[src/rtl/pairwise_acc_long.sv]
module pairwise_acc_long #(
  parameter int VLEN = 256
) (
  input  logic              clk,
  input  logic              rst_n,
  input  logic              in_valid,
  output logic              in_ready,
  input  logic [1:0]        size_code,
  input  logic              is_unsigned,
  input  logic [VLEN-1:0]   src_vec,
  input  logic [VLEN-1:0]   acc_vec,
  input  logic [VLEN/8-1:0] pred,
  output logic              out_valid,
  input  logic              out_ready,
  output logic [VLEN-1:0]   result,
  output logic              illegal
);
  localparam int NSIZES = 3;

  logic [NSIZES-1:0][VLEN-1:0] by_size;
  logic [VLEN-1:0] next_res;
  logic fire;
  logic unused_pred_parity;

  assign unused_pred_parity = ^pred;
  assign in_ready = ~out_valid | out_ready;
  assign fire = in_valid & in_ready;

  for (genvar g = 0; g < NSIZES; g++) begin : g_size
    localparam int E = 16 << g;
    localparam int W = E / 2;
    localparam int N = VLEN / E;
    for (genvar i = 0; i < N; i++) begin : g_lane
      logic [W-1:0] lo, hi;
      logic [E-1:0] lo_x, hi_x, acc, sum;
      assign lo   = src_vec[i*E +: W];
      assign hi   = src_vec[i*E+W +: W];
      assign lo_x = {{W{lo[W-1] & ~is_unsigned}}, lo};
      assign hi_x = {{W{hi[W-1] & ~is_unsigned}}, hi};
      assign acc  = acc_vec[i*E +: E];
      assign sum  = acc + lo_x + hi_x;
      assign by_size[g][i*E +: E] = pred[i*E/8] ? sum : acc;
    end
  end

  always_comb begin
    case (size_code)
      2'd1:    next_res = by_size[0];
      2'd2:    next_res = by_size[1];
      2'd3:    next_res = by_size[2];
      default: next_res = acc_vec;
    endcase
  end

  always_ff @(posedge clk or negedge rst_n) begin
    if (!rst_n) begin
      out_valid <= 1'b0;
      illegal   <= 1'b0;
      result    <= '0;
    end else if (fire) begin
      out_valid <= 1'b1;
      illegal   <= (size_code == 2'd0);
      result    <= next_res;
    end else if (out_ready) begin
      out_valid <= 1'b0;
    end
  end
endmodule


[config.mk]
export PLATFORM = sky130hd
export DESIGN_NAME = pairwise_acc_long
export DESIGN_NICKNAME = d
export VERILOG_FILES = /design/src/rtl/pairwise_acc_long.sv
export SDC_FILE = /design/constraint.sdc
export NUM_CORES = 2
export LEC_CHECK = 0
export CORE_MARGIN = 4
export CORE_UTILIZATION = 30
export DETAILED_ROUTE_END_ITERATION = 6
export GPL_TIMING_DRIVEN = 0
export PLACE_DENSITY = 0.5
export SYNTH_ARGS = -nofsm -noshare
export SYNTH_HDL_FRONTEND = slang
export SYNTH_SLANG_ARGS = --single-unit
export TNS_END_PERCENT = 100
[constraint.sdc]
create_clock -name clk -period 6 [get_ports clk]
set_input_delay 1.8 -clock clk [delete_from_list [all_inputs] [get_ports clk]]
set_output_delay 1.8 -clock clk [all_outputs]
set_load 0.02 [all_outputs]
# After elaboration in Yosys (flattened, before gate mapping)
# Cells that the tools add are included.
[totals]
inputBits = 551
regBits = 258
[op_classes]
n_addsub = 56
bitwise_logic = 36
reduce_logical = 2
mux = 31
eq_ne = 3
[ops]
columns = ["cell", "count"]
rows = [
  ["case mux 256 bit (3 select lines)", 1],
  ["adder 16 bit", 32],
  ["adder 32 bit", 16],
  ["adder 64 bit", 8],
  ["two-way mux 16 bit", 16],
  ["two-way mux 32 bit", 8],
  ["two-way mux 64 bit", 4],
  ["bitwise AND 1 bit", 33],
  ["equality test 2 bit, second input constant", 2],
  ["equality test 2 x 1 -> 1 bit, second input constant", 1],
  ["logical NOT 2 bit", 1],
  ["two-way mux 1 bit", 2],
  ["inverter 1 bit", 2],
  ["nonzero test 2 bit", 1],
  ["bitwise OR 1 bit", 1],
]

# Longest topological paths before layout
[depth]
ltp_word = 6
ltp_mapped = 21
ltp_nobuf = 18

# Worst setup path before layout
# OpenSTA, ideal clock, no wires.
[synth_timing]
path_type = "input-to-reg"
from = "in is_unsigned"
to = "reg result[221]"
setup_ns = 0.077
path_buffers = 4
arrival_time_ns = 7.306
path_stages = 18
slack_ns = -1.384
cell_sequence = "clkbuf_1 clkbuf_1 buf_1 clkbuf_1 nor2b_1 fa_1 ha_1 o21a_1 nor2_1 nand3b_1 a21oi_1 nor3_1 nor2_1 a221oi_1 nor2b_1 or4b_2 a32o_1 a21oi_1"
[synth_via]
elab_chain_len = 6
[synth_rtl]
columns = ["item", "line", "text"]
rows = [
  ["start: declaration", "9", "input logic is_unsigned,"],
  ["inverter 1 bit (*)", "38, 39", ""],
  ["bitwise AND 1 bit", "38", "assign lo_x = {{W{lo[W-1] & ~is_unsigned}}, lo};"],
  ["adder 32 bit / adder 16 bit (equally long branches) (2 in a row)", "41", "assign sum = acc + lo_x + hi_x;"],
  ["two-way mux 32 bit / two-way mux 16 bit (equally long branches)", "42", "assign by_size[g][i*E +: E] = pred[i*E/8] ? sum : acc;"],
  ["case mux 256 bit (3 select lines) (*)", "47", "case (size_code)"],
  ["end signal: assignment", "63", "result <= next_res;"],
  ["end: declaration", "15", "output logic [VLEN-1:0] result,"],
]
# Mark *: on every way between the ends. The rest lies on a longest branch, timed or not.
# A chain may end at the register's enable or synchronous reset.

# Final worst setup path
[layout_timing]
from = "in size_code[0]"
to = "reg result[177]"
[layout_via]
elab_chain_len = 2
[layout_rtl]
columns = ["item", "line", "text"]
rows = [
  ["start: declaration", "8", "input logic [1:0] size_code,"],
  ["equality test 2 bit / equality test 2 x 1 -> 1 bit (equally long branches)", "47", ""],
  ["case mux 256 bit (3 select lines) (*)", "47", ""],
]
# Marks and branches as above.

==> impl_metrics.json <==
{
  "grtUsageTotal_pct": 36.29,
  "yosys_most_used_dff": "dfrtp_1",
  "synth_edf_count": 0,
  "gp_congestion": 1.015,
  "synth_seq_cells": 258,
  "layout.nets": 11280,
  "antenna_found_initial": 52,
  "cts_tree": "yes",
  "final_area_sq_um": 85490,
  "yosys-top-cells-area": "fa_1 (19%), ha_1 (15%), dfrtp_1 (9.4%)",
  "drt_iter0_markers": 9376,
  "r2r-end": "result[67]",
  "vias_per_cell": 6.209,
  "grt_max_degree": 83,
  "holdCritPathClass": "reg -> reg",
  "slowest_stage": "buf_2",
  "clk_latency_ns": 0.75,
  "multiInputGateArea_sq_um": 61410,
  "critPathMaxStageDelay_ns": 0.75,
  "cp.arrival_ns": 6.82,
  "placed_area_sq_um": 81770,
  "vias": 76650,
  "synth_top_area_cell": "fa_1",
  "overflow": 0,
  "yosysWarnings": 0,
  "post_drt_wl_per_cell_um": 36.51,
  "setup.worst_path.class": "in -> reg",
  "status": "finished with violations",
  "dr.pass1.iters": 7,
  "area_growth_pct": 24.06,
  "cts-htree-levels": 2,
  "end_kind": "flop",
  "synth.distinct_cells": 90,
  "tightest_slew_ns": 1.651,
  "path_cells": "clkdlybuf4s50_1, clkbuf_2, buf_2, clkbuf_4, clkdlybuf4s15_2, buf_2, a21oi_1, a211oi_1, a21oi_1",
  "die_area_sq_um": 237400,
  "design.core.area_sq_um": 227900,
  "io_buffers": 787,
  "syn_area_sq_um": 68910,
  "clock-root-buffer": "clkbuf_16",
  "final_cell_mix": "ha_1 (829), a21oi_1 (781), fa_1 (644), nand2_1 (638), nor2_1 (636)",
  "vdd_ir_drop_max_v": 0.0002279,
  "fmax_ghz": 0.1605,
  "area.sequential_sq_um": 6456,
  "fin_ws_ns": -0.2290,
  "critPathLaunch": "size_code[0]",
  "fp.dieH_um": 487.3,
  "skew_ns": 0.03898,
  "dp_hpwl_um": 362300,
  "synth_seq_area_share_pct": 9.369,
  "critPathLaunchType": "input pin",
  "start_util_pct": 30.23,
  "remaining_drc_errors": 0,
  "p_per_area_nw_per_um2": 246.5,
  "grt_pass1_vias": 72190,
  "violations": "capacitance limit, slew limit, setup timing",
  "hold_depth": 2,
  "hold_path_end": "result[208]",
  "synth_nets": 10350,
  "yosys.area.top_type_share_pct": 18.71,
  "cts_hold_buf": 0,
  "finalCriticalPeriod_ns": 6.229,
  "clockBufferDepth": 3,
  "synth-async-reset-ratio_pct": 100.0,
  "drive_above_1_share_pct": 6.182,
  "synth_area_per_cell_sq_um": 8.288,
  "rr_startpoint": "out_valid",
  "ant_nets": 0,
  "power.leakage_nw": 37.90,
  "fp-row-count": 175,
  "grt_pass1_wl_um": 601900,
  "routed_wl_um": 450700,
  "maxSlewHeadroom_pct": -10.10,
  "num_io_pins": 810,
  "layout_commonest_cell": "ha_1",
  "crit_required_ns": 6.59,
  "fillCellCount": 23700,
  "pre_cts_ws_ns": -2.876,
  "ff2ff_path_depth": 9,
  "cts_num_sinks": 258,
  "cap_violations": 2,
  "crit_path_max_fanout": 11,
  "rsz0062_at_grt": "true",
  "path_clk_slew_ns": 0.05,
  "cts_inserted_buffers": 49,
  "die_w_um": 487.3,
  "holdCritStartpoint": "result[208]",
  "r2r_slack_ns": 1.06,
  "synth_cells": 8314,
  "setup_viol": 13,
  "final-hold-violation-count": 0,
  "fin_crit_sh_pct": 103.8,
  "drv_slew": 19
}
## flip-flops by register name (all words and copies together), names as in the netlist
| signal | count |
|---|---|
| illegal | 1 |
| result | 256 |
| out_valid | 1 |
## metal layers
| layer | GRT usage, % | wire (um) | part of all wire (%) |
|---|---|---|---|
| met1 | 47.96 | 182900 | 41 |
| met2 | 52.57 | 184200 | 41 |
| met3 | 8.766 | 47150 | 10 |
| met4 | 23.54 | 36380 | 8.1 |
| met5 | 0 | 78 | 0.017 |
## metrics by stage
| stage | instances | hold slack [ns] | TNS [ns] | power [mW] | utilization (%) |
|---|---|---|---|---|---|
| 6_report | 12340 | 0.4845 | -1.481 | 21.07 | 37.50 |
| 2_1_floorplan | 8314 | 0.5827 | -0.4879 | 11.33 | - |
| 5_1_grt | 12310 | 0.5020 | -0.2895 | 22.18 | 37.47 |
| 3_5_place_dp | 12150 | 0.4639 | -452.81 | 16.89 | 35.87 |
| 3_3_place_gp | 12110 | 0.4618 | -4102.24 | 16.77 | 35.43 |
| 4_1_cts | 12280 | 0.4811 | 0 | 20.60 | 37.07 |
## cell usage after synthesis (all sizes together) (21+ instances only)
cell type and count:
o31ai 54, nand4 82, inv 225, nand3 140, clkbuf 289, ha 836
o21a 84, or2 28, xnor2 417, a221oi 100, a21oi 794, o22ai 99
nor2b 105, o211ai 51, a221o 22, o41ai 31, and2 33, dfrtp 258
mux2i 76, a211oi 111, nand2b 92, nor3 178, a22oi 23, or3 45
o21bai 119, o21ai 653, xor2 335, a21boi 21, a21o 452, nand2 640
o221ai 46, a31oi 143, fa 644, buf 55, nor2 644, and3 84
## logic make-up after synthesis
group	Yosys count	synth area share (%)
adders and majority gates	1480	33.89
buffers and inverters	570	3.110
muxes	95	1.414
and+or+nand+nor	2159	14.58
xor gates and xnor gates	752	9.558
DFF	258	9.369
AOI/OAI and AO/OA	3000	28.08
## worst max-delay path by stage
stage                        endpoint  slack, ns
after floorplan           result[255]      -0.23
after global placement     result[93]     -12.33
after detailed placement   result[50]      -2.88
after CTS                 result[185]      0.005
after global routing      result[127]      -0.09
final                     result[177]      -0.23
## final cells by class
type	count	share of cell area, %
clock buffer	61	1.584
inverter	226	0.9967
timing repair inverter	3	0.02342
tap	3009	4.404
buffer	337	2.024
multi-input combinational	7491	71.84
timing repair buffer	879	10.93
clock inverter	30	0.4976
antenna	50	0.1464
sequential	258	7.552
## worst max-delay path: cells and delay by family
family	cells	cell delay, ns
AO/OA/AOI/OAI	3	0.91
buffers and inverters	6	4.04
## power breakdown
group / total, mW / switching, mW / internal [mW]
sequential: 2.56 / 0.451 / 2.11
clock: 3.42 / 1.40 / 2.02
combinational: 15.1 / 9.31 / 5.79
## repair_timing
| item | 4_1_cts | 5_1_grt |
|---|---|---|
| endpoints found under the setup margin | 246 | 98 |
| setup buffers | 31 | 20 |
| pin swaps | 6 | 18 |
| cloned | 8 | 3 |
| gates resized for setup | 255 | 220 |
Note: power is estimated with default switching activity, not from simulation.
